File: config.mk
export PLATFORM = sky130hd
export DESIGN_NAME = spi_selftest_ctl
export DESIGN_NICKNAME = d
export VERILOG_FILES = /design/src/rtl/stt_pkg.sv /design/src/rtl/stt_ctrl_reg.sv /design/src/rtl/stt_loop_path.sv /design/src/rtl/stt_fault_inject.sv /design/src/rtl/spi_selftest_ctl.sv
export SDC_FILE = /design/constraint.sdc
export NUM_CORES = 1
export LEC_CHECK = 0
export CAP_MARGIN = 20
export CELL_PAD_IN_SITES_DETAIL_PLACEMENT = 0
export CELL_PAD_IN_SITES_GLOBAL_PLACEMENT = 2
export CORE_ASPECT_RATIO = 0.6
export CORE_UTILIZATION = 32
export CTS_BUF_LIST = sky130_fd_sc_hd__clkbuf_2
export DETAILED_ROUTE_END_ITERATION = 8
export DONT_BUFFER_PORTS = 1
export PLACE_DENSITY = 0.84
export SLEW_MARGIN = 20
export SYNTH_ARGS = -nofsm -noshare
export SYNTH_HDL_FRONTEND = slang
export SYNTH_HIERARCHICAL = 1
export SYNTH_SLANG_ARGS = --single-unit
File: constraint.sdc
create_clock -name clk -period 2.4 [get_ports clk]
set_clock_uncertainty 0.2 [all_clocks]
set_input_delay 0.48 -clock clk [delete_from_list [all_inputs] [get_ports clk]]
set_output_delay 0.48 -clock clk [all_outputs]
set_load 0.02 [all_outputs]
File: src/rtl/stt_pkg.sv
package stt_pkg;
  localparam int unsigned REG_W    = 32;
  localparam int unsigned KEY_W    = 4;
  localparam int unsigned KEY_LSB  = 0;
  localparam logic [KEY_W-1:0] ARM_KEY = 4'hA;
  localparam int unsigned TYPE_BIT = 4;
  localparam int unsigned PATH_BIT = 5;
  localparam int unsigned CSF_BIT  = 6;
  localparam int unsigned TGT_W    = 3;
  localparam int unsigned TGT_LSB  = 8;
  localparam int unsigned LEN_BIT  = 12;
  localparam int unsigned NCS      = 1 << TGT_W;

  localparam logic [REG_W-1:0] WMASK =
      (REG_W'((1 << KEY_W) - 1) << KEY_LSB) |
      (REG_W'(1) << TYPE_BIT) |
      (REG_W'(1) << PATH_BIT) |
      (REG_W'(1) << CSF_BIT)  |
      (REG_W'((1 << TGT_W) - 1) << TGT_LSB) |
      (REG_W'(1) << LEN_BIT);

  typedef enum logic [1:0] {
    LB_OFF     = 2'd0,
    LB_DIGITAL = 2'd1,
    LB_PAD_TX  = 2'd2,
    LB_PAD_RX  = 2'd3
  } lb_mode_e;
endpackage

File: src/rtl/stt_ctrl_reg.sv
module stt_ctrl_reg
  import stt_pkg::*;
(
  input  logic             clk,
  input  logic             rst_n,
  input  logic             wr_en,
  input  logic [REG_W-1:0] wr_data,
  output logic [REG_W-1:0] rd_data,
  output lb_mode_e         mode,
  output logic             test_on,
  output logic             csf_en,
  output logic [TGT_W-1:0] csf_tgt,
  output logic             len_fault
);
  logic [REG_W-1:0] word_q;

  always_ff @(posedge clk or negedge rst_n) begin
    if (!rst_n)     word_q <= '0;
    else if (wr_en) word_q <= wr_data & WMASK;
  end

  assign rd_data   = word_q;
  assign test_on   = (word_q[KEY_LSB +: KEY_W] == ARM_KEY);
  assign csf_en    = word_q[CSF_BIT];
  assign csf_tgt   = word_q[TGT_LSB +: TGT_W];
  assign len_fault = word_q[LEN_BIT];

  always_comb begin
    if (!test_on)               mode = LB_OFF;
    else if (!word_q[TYPE_BIT]) mode = LB_DIGITAL;
    else if (word_q[PATH_BIT])  mode = LB_PAD_RX;
    else                        mode = LB_PAD_TX;
  end

  // undefined bits never read back as 1
  assert_reserved_zero_R1: assert property (@(posedge clk) disable iff (!rst_n)
    (rd_data & ~WMASK) == '0);
  // a write is visible on the next cycle
  assert_write_visible_R1: assert property (@(posedge clk) disable iff (!rst_n)
    wr_en |=> rd_data == ($past(wr_data) & WMASK));
endmodule

File: src/rtl/stt_loop_path.sv
module stt_loop_path
  import stt_pkg::*;
(
  input  logic     clk,
  input  logic     rst_n,
  input  lb_mode_e mode,
  input  logic     eng_tx,
  input  logic     pad_tx_in,
  input  logic     pad_rx_in,
  output logic     eng_rx,
  output logic     pad_tx_out,
  output logic     pad_rx_out,
  output logic     pad_rx_oe
);
  assign pad_tx_out = eng_tx;

  always_comb begin
    pad_rx_out = 1'b0;
    pad_rx_oe  = 1'b0;
    unique case (mode)
      LB_DIGITAL: eng_rx = eng_tx;
      LB_PAD_TX:  eng_rx = pad_tx_in;
      LB_PAD_RX: begin
        eng_rx     = pad_rx_in;
        pad_rx_out = eng_tx;
        pad_rx_oe  = 1'b1;
      end
      default:    eng_rx = pad_rx_in;
    endcase
  end

  // outside test mode the receive pad is never driven
  assert_rx_pad_quiet_R3: assert property (@(posedge clk) disable iff (!rst_n)
    (mode == LB_OFF) |-> (!pad_rx_oe && eng_rx == pad_rx_in));
  // receive-pad loopback drives the pad with engine data
  assert_rx_pad_drive_R6: assert property (@(posedge clk) disable iff (!rst_n)
    (mode == LB_PAD_RX) |-> (pad_rx_oe && pad_rx_out == eng_tx));
endmodule

File: src/rtl/stt_fault_inject.sv
module stt_fault_inject
  import stt_pkg::*;
(
  input  logic             clk,
  input  logic             rst_n,
  input  lb_mode_e         mode,
  input  logic             test_on,
  input  logic             csf_en,
  input  logic [TGT_W-1:0] csf_tgt,
  input  logic             len_fault,
  input  logic             eng_master,
  input  logic             eng_shift_start,
  input  logic             eng_xfer_end,
  input  logic [NCS-1:0]   eng_cs_num,
  input  logic             pad_ena_in,
  input  logic             pad_cs_in,
  output logic [NCS-1:0]   pad_cs_out,
  output logic             eng_ena_in,
  output logic             eng_cs_in
);
  logic cs_flip_on;
  assign cs_flip_on = csf_en && (mode == LB_PAD_TX || mode == LB_PAD_RX);

  for (genvar g = 0; g < NCS; g++) begin : g_cs
    assign pad_cs_out[g] = eng_cs_num[g] ^ (cs_flip_on && csf_tgt == TGT_W'(g));
  end

  logic armed, hold_q, force_hi;
  assign armed = test_on && len_fault;

  always_ff @(posedge clk or negedge rst_n) begin
    if (!rst_n)                       hold_q <= 1'b0;
    else if (eng_shift_start && armed) hold_q <= 1'b1;
    else if (eng_xfer_end)             hold_q <= 1'b0;
  end

  assign force_hi   = hold_q || (eng_shift_start && armed);
  assign eng_ena_in = (force_hi && eng_master)  ? 1'b1 : pad_ena_in;
  assign eng_cs_in  = (force_hi && !eng_master) ? 1'b1 : pad_cs_in;

  // at most one chip-select line differs from the request
  assert_one_cs_flip_R8: assert property (@(posedge clk) disable iff (!rst_n)
    $onehot0(pad_cs_out ^ eng_cs_num));
  // no inversion outside analog fault mode
  assert_cs_clean_R9: assert property (@(posedge clk) disable iff (!rst_n)
    !cs_flip_on |-> pad_cs_out == eng_cs_num);
  // the forcing window stays open until the end strobe
  assert_hold_window_R10: assert property (@(posedge clk) disable iff (!rst_n)
    (force_hi && !eng_xfer_end) |=> hold_q);
  // an unarmed start never opens the window
  assert_no_arm_R12: assert property (@(posedge clk) disable iff (!rst_n)
    (!hold_q && !armed) |=> !hold_q);
endmodule

File: src/rtl/spi_selftest_ctl.sv
module spi_selftest_ctl
  import stt_pkg::*;
(
  input  logic             clk,
  input  logic             rst_n,
  input  logic             bus_wr_en,
  input  logic [REG_W-1:0] bus_wr_data,
  output logic [REG_W-1:0] bus_rd_data,
  input  logic             eng_master,
  input  logic             eng_shift_start,
  input  logic             eng_xfer_end,
  input  logic [NCS-1:0]   eng_cs_num,
  input  logic             eng_tx,
  output logic             eng_rx,
  output logic             eng_ena_in,
  output logic             eng_cs_in,
  output logic             pad_tx_out,
  input  logic             pad_tx_in,
  input  logic             pad_rx_in,
  output logic             pad_rx_out,
  output logic             pad_rx_oe,
  output logic [NCS-1:0]   pad_cs_out,
  input  logic             pad_ena_in,
  input  logic             pad_cs_in
);
  lb_mode_e         mode;
  logic             test_on, csf_en, len_fault;
  logic [TGT_W-1:0] csf_tgt;

  stt_ctrl_reg i_reg (
    .clk(clk), .rst_n(rst_n), .wr_en(bus_wr_en), .wr_data(bus_wr_data),
    .rd_data(bus_rd_data), .mode(mode), .test_on(test_on),
    .csf_en(csf_en), .csf_tgt(csf_tgt), .len_fault(len_fault)
  );

  stt_loop_path i_path (
    .clk(clk), .rst_n(rst_n), .mode(mode), .eng_tx(eng_tx),
    .pad_tx_in(pad_tx_in), .pad_rx_in(pad_rx_in), .eng_rx(eng_rx),
    .pad_tx_out(pad_tx_out), .pad_rx_out(pad_rx_out), .pad_rx_oe(pad_rx_oe)
  );

  stt_fault_inject i_fault (
    .clk(clk), .rst_n(rst_n), .mode(mode), .test_on(test_on),
    .csf_en(csf_en), .csf_tgt(csf_tgt), .len_fault(len_fault),
    .eng_master(eng_master), .eng_shift_start(eng_shift_start),
    .eng_xfer_end(eng_xfer_end), .eng_cs_num(eng_cs_num),
    .pad_ena_in(pad_ena_in), .pad_cs_in(pad_cs_in),
    .pad_cs_out(pad_cs_out), .eng_ena_in(eng_ena_in), .eng_cs_in(eng_cs_in)
  );

  // a non-key value leaves the engine on the receive pad
  assert_key_gate_R2: assert property (@(posedge clk) disable iff (!rst_n)
    (bus_rd_data[KEY_LSB +: KEY_W] != ARM_KEY) |-> (eng_rx == pad_rx_in));
  // slave-mode forcing never touches the master handshake
  assert_slave_side_R11: assert property (@(posedge clk) disable iff (!rst_n)
    !eng_master |-> eng_ena_in == pad_ena_in);
endmodule

Yosys cells after proc, flatten, opt, wreduce, memory -nomap -nowiden
Cells that the tools add are included.
{"block": "op_classes", "eq_ne": 11, "muxes": 10, "bitwise_logic": 8, "reduce_logical": 18}
{"op": "logical AND 1 bit", "count": 13}
{"op": "equality test 3 bit (second input constant)", "count": 4}
{"op": "XOR 1 bit", "count": 8}
{"op": "2-to-1 mux 1 bit", "count": 7}
{"op": "equality test 3 x 2 -> 1 bit (second input constant)", "count": 2}
{"op": "equality test 2 bit (second input constant)", "count": 2}
{"op": "equality test 4 bit (second input constant)", "count": 1}
{"op": "2-to-1 mux 2 bit", "count": 2}
{"op": "equality test 3 x 1 -> 1 bit (second input constant)", "count": 1}
{"op": "logical NOT 3 bit", "count": 1}
{"op": "equality test 2 x 1 -> 1 bit (second input constant)", "count": 1}
{"op": "logical OR 1 bit", "count": 2}
{"op": "one-hot mux 1 bit (2 select lines)", "count": 1}
{"op": "nonzero test 2 bit", "count": 1}
{"op": "logical NOT 1 bit", "count": 1}
{"block": "totals", "register_bits": 12, "output_inout_bits": 46, "word_cells": 49}

Depth between registers and ports, before layout
Gate-level depths: netlist of the first run.
{"block": "depth", "ltp_word": 8, "ltp_mapped": 6}

Cells and area by module
The synthesis of the first run kept the hierarchy.
{"mod": "stt_ctrl_reg", "instances": 1, "cells_per_inst": 55, "area_per_inst_um2": 670.6, "seq_area_each_um2": 275.3}
{"mod": "stt_fault_inject", "instances": 1, "cells_per_inst": 29, "area_per_inst_um2": 220.2, "seq_area_each_um2": 25.0}
{"mod": "stt_loop_path", "instances": 1, "cells_per_inst": 10, "area_per_inst_um2": 75.1, "seq_area_each_um2": 0.0}

Worst setup path after synthesis of the first run
OpenSTA, ideal clock, no wires.
{"block": "synth_path", "path_kind": "register -> output", "from": "register i_reg.word_q[0], in the netlist i_reg/rd_data[0]", "to": "output pad_cs_out[5]", "t_arrival_ns": 1.663, "t_required_ns": 1.720, "path_slack_ns": 0.057, "path_stages_with_launch": 6, "path_buffers": 0, "path_cell_list": "dfrtp_1 and4bb_2 and2_1 nand3_2 nor2_1 xor2_1"}
{"block": "synth_between", "elab_chain_cells": 7, "word_cells_on_any_way": 8, "classes_between": "eq/ne: 3; mux: 1; bitwise: 1; reduce/logical: 3"}
{"item": "from (decl)", "line_no": "stt_ctrl_reg.sv:15", "text": "logic [REG_W-1:0] word_q;"}
{"item": "from (signal assigned)", "line_no": "stt_ctrl_reg.sv:19", "text": "else if (wr_en) word_q <= wr_data & WMASK;"}
{"item": "equality test 4 bit (*)", "line_no": "stt_ctrl_reg.sv:23", "text": "assign test_on = (word_q[KEY_LSB +: KEY_W] == ARM_KEY);"}
{"item": "net test_on", "line_no": "spi_selftest_ctl.sv:27", "text": "logic test_on, csf_en, len_fault;"}
{"item": "2-to-1 mux 2 bit (*)", "line_no": "stt_ctrl_reg.sv:29", "text": "if (!test_on) mode = LB_OFF;"}
{"item": "net mode[1]", "line_no": "spi_selftest_ctl.sv:26", "text": "lb_mode_e mode;"}
{"item": "equality test 2 bit", "line_no": "stt_fault_inject.sv:22", "text": "assign cs_flip_on = csf_en && (mode == LB_PAD_TX || mode == LB_PAD_RX);"}
{"item": "logical OR 1 bit (*)", "line_no": "stt_fault_inject.sv:22"}
{"item": "logical AND 1 bit (*)", "line_no": "stt_fault_inject.sv:22"}
{"item": "logical AND 1 bit (*)", "line_no": "stt_fault_inject.sv:25", "text": "assign pad_cs_out[g] = eng_cs_num[g] ^ (cs_flip_on && csf_tgt == TGT_W'(g));"}
{"item": "XOR 1 bit (*)", "line_no": "stt_fault_inject.sv:25"}
{"item": "to (decl)", "line_no": "spi_selftest_ctl.sv:22", "text": "output logic [NCS-1:0] pad_cs_out,"}
The timed path passes the listed nets; every way through them passes the cells marked *.

Worst setup path in the final report of the first run
{"block": "layout_path", "from": "register i_reg.word_q[0], in the netlist i_reg/rd_data[0]", "to": "output pad_cs_out[0]"}
Same word-level chain as after synthesis.

==> flow_summary_export.csv, run 1 <==
group,metric,value,unit
synthesis,syn_area_per_cell,10.3,sq um
hold_path,hold_path.class,"input port to flop",
sta,final_max_slew_viol_count,0,
placement,gp_congestion,0.679,
detailed_routing,drt_wl_total,1780,microns
clocking,cts_buffer_depth,2,
sta,hold_viol,0,
worst_setup_path,cp.arrival,1.87,ns
sta,worst_slack,-0.146,ns
layout,fin_nets,166,
detailed_routing,post_drt_via_cell_ratio,4.01,
layout,antenna_cells,0,
sta,max-slew-margin-rel,61.5,%
floorplanning,io_pins,97,
sta,finalSetupViolCount,9,
global_route,grt_pass1_wl,2510,microns
power,powerDensity,463,mW/mm^2
sta,fmax,0.393,GHz
synthesis,synth_area,966,sq um
synthesis,synth_area_leaders,"dfrtp_1 31%, buf_4 21%, mux2_4 12%, xor2_1 7.3%, ha_1 3.9%",
synthesis,yosysTopAreaCellShare,31.1,%
run,drv_cap,0,
worst_setup_path,cp-end-kind,"primary output",
detailed_routing,antenna_left,0,
sta,period_needed,2.55,ns
global_route,first_global_vias,543,
global_route,grt_max_degree,13,
global_route,antenna_found_initial,0,
synthesis,synth_cells,94,
clocking,cts.sinks,12,
synthesis,synth_largest_area_cell,"dfrtp_1",
synthesis,ys_seq_elements,12,
synthesis,synth_seq_area_share,31.1,%
floorplanning,placementRows,15,
placement,dp_hpwl,1440,microns
layout,multi_input_area,554,sq um
clocking,numCtsBuffers,3,
worst_setup_path,cp_max_fo,4,
layout,final_cell_mix,"21 x conb_1, 18 x buf_4, 12 x dfrtp_1, 8 x xor2_1, 8 x mux2_4",
detailed_routing,drc,0,
layout,n_fill_cell,296,
floorplanning,fp.dieW,72.9,microns
placement,place.port_buffers,0,
sta,fin_crit_sh,106,%
global_route,grt_use_total,10.3,%
worst_setup_path,critical_path.startpoint_type,"flop",
layout,layout_commonest_cell,"conb_1",
synthesis,yosysWarningCount,6,
layout,drive_above_1_share,44.1,%
power,leakage,0.000572,uW
detailed_routing,num_vias,614,
detailed_routing,first_pass_iters,4,
detailed_routing,drtIter0Drc,12,
clocking,cts_tree,"built",
power,ir_drop,222,uV
outcome,outcome,"finished, violations left",
clocking,cts_setup_buffers,0,
floorplanning,core_area,0.00287,sq mm
placement,place_inst,148,
detailed_routing,routedWlPerCell,11.7,microns
clocking,clk-insertion-delay-late,0.27,ns
outcome,violations,"negative setup slack",
sta,whs,0.0789,ns
floorplanning,die_h,44.6,microns
worst_setup_path,crit_type,"flop to primary output",
layout,area_delta_synth_final,15.2,%
clocking,h-tree-depth,1,
floorplanning,start_util,33.6,%
floorplanning,die-area,0.00325,sq mm
sta,worst_slew_pin_slew,0.576,ns
layout,finalNonFillerCells,153,
clocking,path_clk_slew,0.14,ns
layout,ff_latch_area,300,sq um
worst_setup_path,worstPathRequired,1.72,ns
global_route,grt.overflow.total,0,
synthesis,yosysUniqueCellTypes,23,
clocking,cts_root_buf,"clkbuf_2",
sta,rsz0062_at_grt,"true",
-- metrics by stage --
step           setup WS (ns)  area, sq um  setup TNS [ns]  util (%)  total power [uW]
2_1_floorplan         0.0570         1040               0         -               405
3_3_place_gp           0.157         1030               0      35.9               401
3_5_place_dp           0.127         1030               0      35.9               404
4_1_cts               -0.185         1080           -1.53      37.6               522
5_1_grt               -0.263         1110           -2.27      38.7               550
6_report              -0.146         1110           -1.09      38.7               516
-- synthesized netlist by cell type, drive strengths merged --
master and number:
a21boi 1, a21o 2, a22oi 1, and2 2, and4bb 1, buf 28
conb 1, dfrtp 12, ha 3, inv 5, mux2 10, nand2 4
nand2b 2, nand3 2, nand3b 1, nor2 6, nor3 2, o21ai 3
xor2 8
-- cell families (layout without fill, tap and decap cells) --
| logic type | count (synthesis) | count (layout) | synth area share, % |
|---|---|---|---|
| buffers and inverters | 33 | 30 | 24.1 |
| and+or+nand+nor | 20 | 20 | 13.5 |
| DFF | 12 | 12 | 31.1 |
| muxes | 10 | 10 | 14.8 |
| xor gates and xnor gates | 8 | 8 | 7.25 |
| AOI/OAI and AO/OA | 7 | 7 | 5.05 |
| adders and majority gates | 3 | 3 | 3.89 |
| other | 1 | 21 | 0.388 |
-- layout make-up --
class / count / share of cell area (%)
multi-input combinational: 69 / 49.8
sequential: 12 / 27.0
timing repair buffer: 21 / 15.1
tap: 42 / 4.72
inverter: 5 / 1.69
clock buffer: 3 / 1.35
clock inverter: 1 / 0.337
-- registers in the layout, indices dropped and copies added (netlist names) --
| signal | flops |
|---|---|
| i_reg/rd_data | 11 |
| i_fault/hold_q | 1 |
-- path summary, 6_finish.rpt --
check                      slack (ns)              from  cells after the start          endpoint
max                             -0.15  i_reg/rd_data[0]                      7     pad_cs_out[0]
min                              0.08      eng_xfer_end                      1    i_fault/hold_q
max reg2reg                      1.10  i_reg/rd_data[0]                      4    i_fault/hold_q
min reg2reg                      0.34    i_fault/hold_q                      2    i_fault/hold_q
max in group asynchronous        1.17             rst_n                      1  i_reg/rd_data[9]
min in group asynchronous        0.42             rst_n                      1  i_reg/rd_data[0]
-- power by group --
group | leakage [uW] | total, uW | switching, uW | internal [uW]
logic | 0.000416 | 157 | 90.5 | 66.4
registers | 0.000143 | 255 | 34.3 | 221
clock network | 0.0000140 | 104 | 67.4 | 36.2
total | 0.000572 | 516 | 192 | 323
-- timing repair --
item / in CTS / in global routing
hold buffers: 1 / 0
endpoints found under the setup margin: 10 / 11
resized for setup: 8 / 8
pin swaps: 7 / 4
endpoints found under the hold margin: 12 / 0
-- routing by layer --
layer	track usage, %	wire [microns]	vias up
met1	11.2	702	289
met3	4.56	169	0
met4	4.71	0	0
met2	17.6	912	36
li1	-	-	289
met5	0	0	-
-- worst max-delay path, cell delays in order (launching register included) --
cell and delay [ns]:
dfrtp_1 0.41, and4bb_2 0.34, and2_4 0.16, buf_6 0.11, nand3b_4 0.11, nor3_2 0.16, xor2_1 0.15, buf_4 0.15
Power figures use the tool's default switching activity.
==> inputs of run 2 (changes only) <==
CAP_MARGIN = 15   (was 20)
CORE_UTILIZATION = 30   (was 32)
CTS_BUF_LIST = sky130_fd_sc_hd__clkbuf_4 sky130_fd_sc_hd__clkbuf_8 sky130_fd_sc_hd__clkbuf_16   (was sky130_fd_sc_hd__clkbuf_2)
PLACE_DENSITY = 0.79   (was 0.84)
==> flow_summary_export.csv, run 2 (synthesis results as in run 1) <==
group,metric,value,unit
clocking,clk-insertion-delay-late,0.24,ns
clocking,cts_root_buf,"clkbuf_8",
global_route,antenna_found_initial,0,
detailed_routing,post_drt_via_cell_ratio,4.05,
detailed_routing,routedWlPerCell,12.0,microns
clocking,cts_buffer_depth,2,
layout,fin_nets,167,
clocking,cts.sinks,12,
global_route,grt.overflow.total,0,
power,ir_drop,285,uV
global_route,grt_use_total,11.0,%
worst_setup_path,cp-end-kind,"primary output",
placement,place_inst,143,
outcome,violations,"negative setup slack",
placement,place.port_buffers,0,
floorplanning,start_util,32.6,%
floorplanning,fp.dieW,75.3,microns
power,internal-power,436,uW
worst_setup_path,crit_type,"flop to primary output",
worst_setup_path,worstPathRequired,1.72,ns
clocking,path_clk_slew,0.06,ns
layout,drive_above_1_share,47.3,%
power,swShare,31.9,%
power,leakage,0.000600,uW
floorplanning,placementRows,15,
detailed_routing,drt_wl_total,1840,microns
sta,worst_slack,-0.0740,ns
worst_setup_path,worst_path_max_delay_cell,"dfrtp_1",
detailed_routing,antenna_left,0,
placement,place_area,992,sq um
sta,finalSetupViolCount,7,
floorplanning,die_h,46.0,microns
worst_setup_path,path_cells,"and4bb_2, and2_4, nand3_4, nor2_2, xor2_1, buf_4",
clocking,cts_tree,"built",
sta,rsz0062_at_grt,"true",
worst_setup_path,cp_max_fo,5,
placement,pre_cts_ws,0.0157,ns
layout,final_cell_area,0.00118,sq mm
layout,final_cell_mix,"21 x buf_4, 21 x conb_1, 12 x dfrtp_1, 8 x xor2_1, 8 x mux2_4",
layout,antenna_cells,0,
run,drv_cap,0,
sta,hold_viol,0,
detailed_routing,num_vias,623,
worst_setup_path,critical_path.startpoint,"i_reg/rd_data[0]",
hold_path,hold_path.class,"input port to flop",
sta,period_needed,2.47,ns
placement,dp_hpwl,1430,microns
power,powerDensity,544,mW/mm^2
placement,gp_congestion,0.665,
layout,finalNonFillerCells,154,
global_route,first_global_vias,585,
power,power.clock.fraction,34.4,%
floorplanning,io_pins,97,
layout,area_delta_synth_final,21.8,%
global_route,grt_max_degree,13,
worst_setup_path,critPathBufInv,1,
sta,final_max_slew_viol_count,0,
power,power_switching,204,uW
global_route,grt_pass1_wl,2660,microns
power,pwr-share-comb,24.9,%
worst_setup_path,max_stage_delay,0.38,ns
hold_path,hold_start,"eng_xfer_end",
sta,fmax,0.404,GHz
clocking,numCtsBuffers,3,
outcome,outcome,"finished, violations left",
sta,fin_crit_sh,103,%
worst_setup_path,critical_path.startpoint_type,"flop",
sta,worst_slew_pin_slew,0.553,ns
sta,max-slew-margin-rel,63.0,%
power,p_seq_share,40.7,%
detailed_routing,first_pass_iters,2,
worst_setup_path,cp.arrival,1.79,ns
detailed_routing,drtIter0Drc,5,
detailed_routing,drc,0,
worst_setup_path,reg2reg_from,"i_reg/rd_data[0]",
floorplanning,die-area,0.00346,sq mm
worst_setup_path,crit_family,"simple AND/OR/NAND/NOR gates",
clocking,h-tree-depth,1,
layout,largest_reg_flops,11,
floorplanning,core_area,0.00297,sq mm
-- run 2: worst paths after layout --
kind / slack [ns] / to / depth (start not counted)
worst max-delay path: -0.07 / pad_cs_out[5] / 6
worst min-delay path: 0.14 / i_fault/hold_q / 1
worst max register to register: 1.05 / i_reg/rd_data[0] / 4
worst min register to register: 0.35 / i_fault/hold_q / 2
max in group asynchronous: 1.17 / i_reg/rd_data[9] / 1
min in group asynchronous: 0.47 / i_reg/rd_data[0] / 1
-- run 2: final cells by class --
type                       instances  area, sq um
tap                               42         52.6
inverter                           5         18.8
multi-input combinational         69          582
clock buffer                       4         55.1
fill                             320         1790
sequential                        12          300
timing repair buffer              22          168
-- run 2: power by group through the flow --
stage	Clock (uW)	Combinational, uW	Sequential (uW)
after floorplan	0	150	255
after global placement	0	136	259
after detailed placement	0	137	260
after CTS	232	153	259
after global routing	240	171	264
final	220	159	260
-- run 2: per-layer routing --
| metal | global-route usage (%) | wire length [microns] |
|---|---|---|
| met3 | 3.98 | 151 |
| met5 | 0 | 0 |
| met4 | 4.81 | 27 |
| met2 | 19.5 | 951 |
| met1 | 12.0 | 711 |
-- run 2: per-stage QoR --
step	TNS [ns]	hold slack (ns)	utilization [%]	power, uW
after floorplan	0	-0.0156	-	405
after global placement	0	-0.0154	33.5	395
after detailed placement	0	-0.0154	33.5	397
after CTS	-0.379	0.128	38.4	644
after global routing	-1.27	0.132	39.7	675
final	-0.343	0.139	39.7	639
-- run 2: timing repair --
| item | 4_1_cts | 5_1_grt |
|---|---|---|
| buffers inserted | 4 | 2 |
| hold buffers | 1 | 0 |
| gates resized for setup | 12 | 7 |
| pin swaps | 8 | 1 |
| endpoints found under the setup margin | 10 | 10 |
| endpoints found under the hold margin | 12 | 0 |
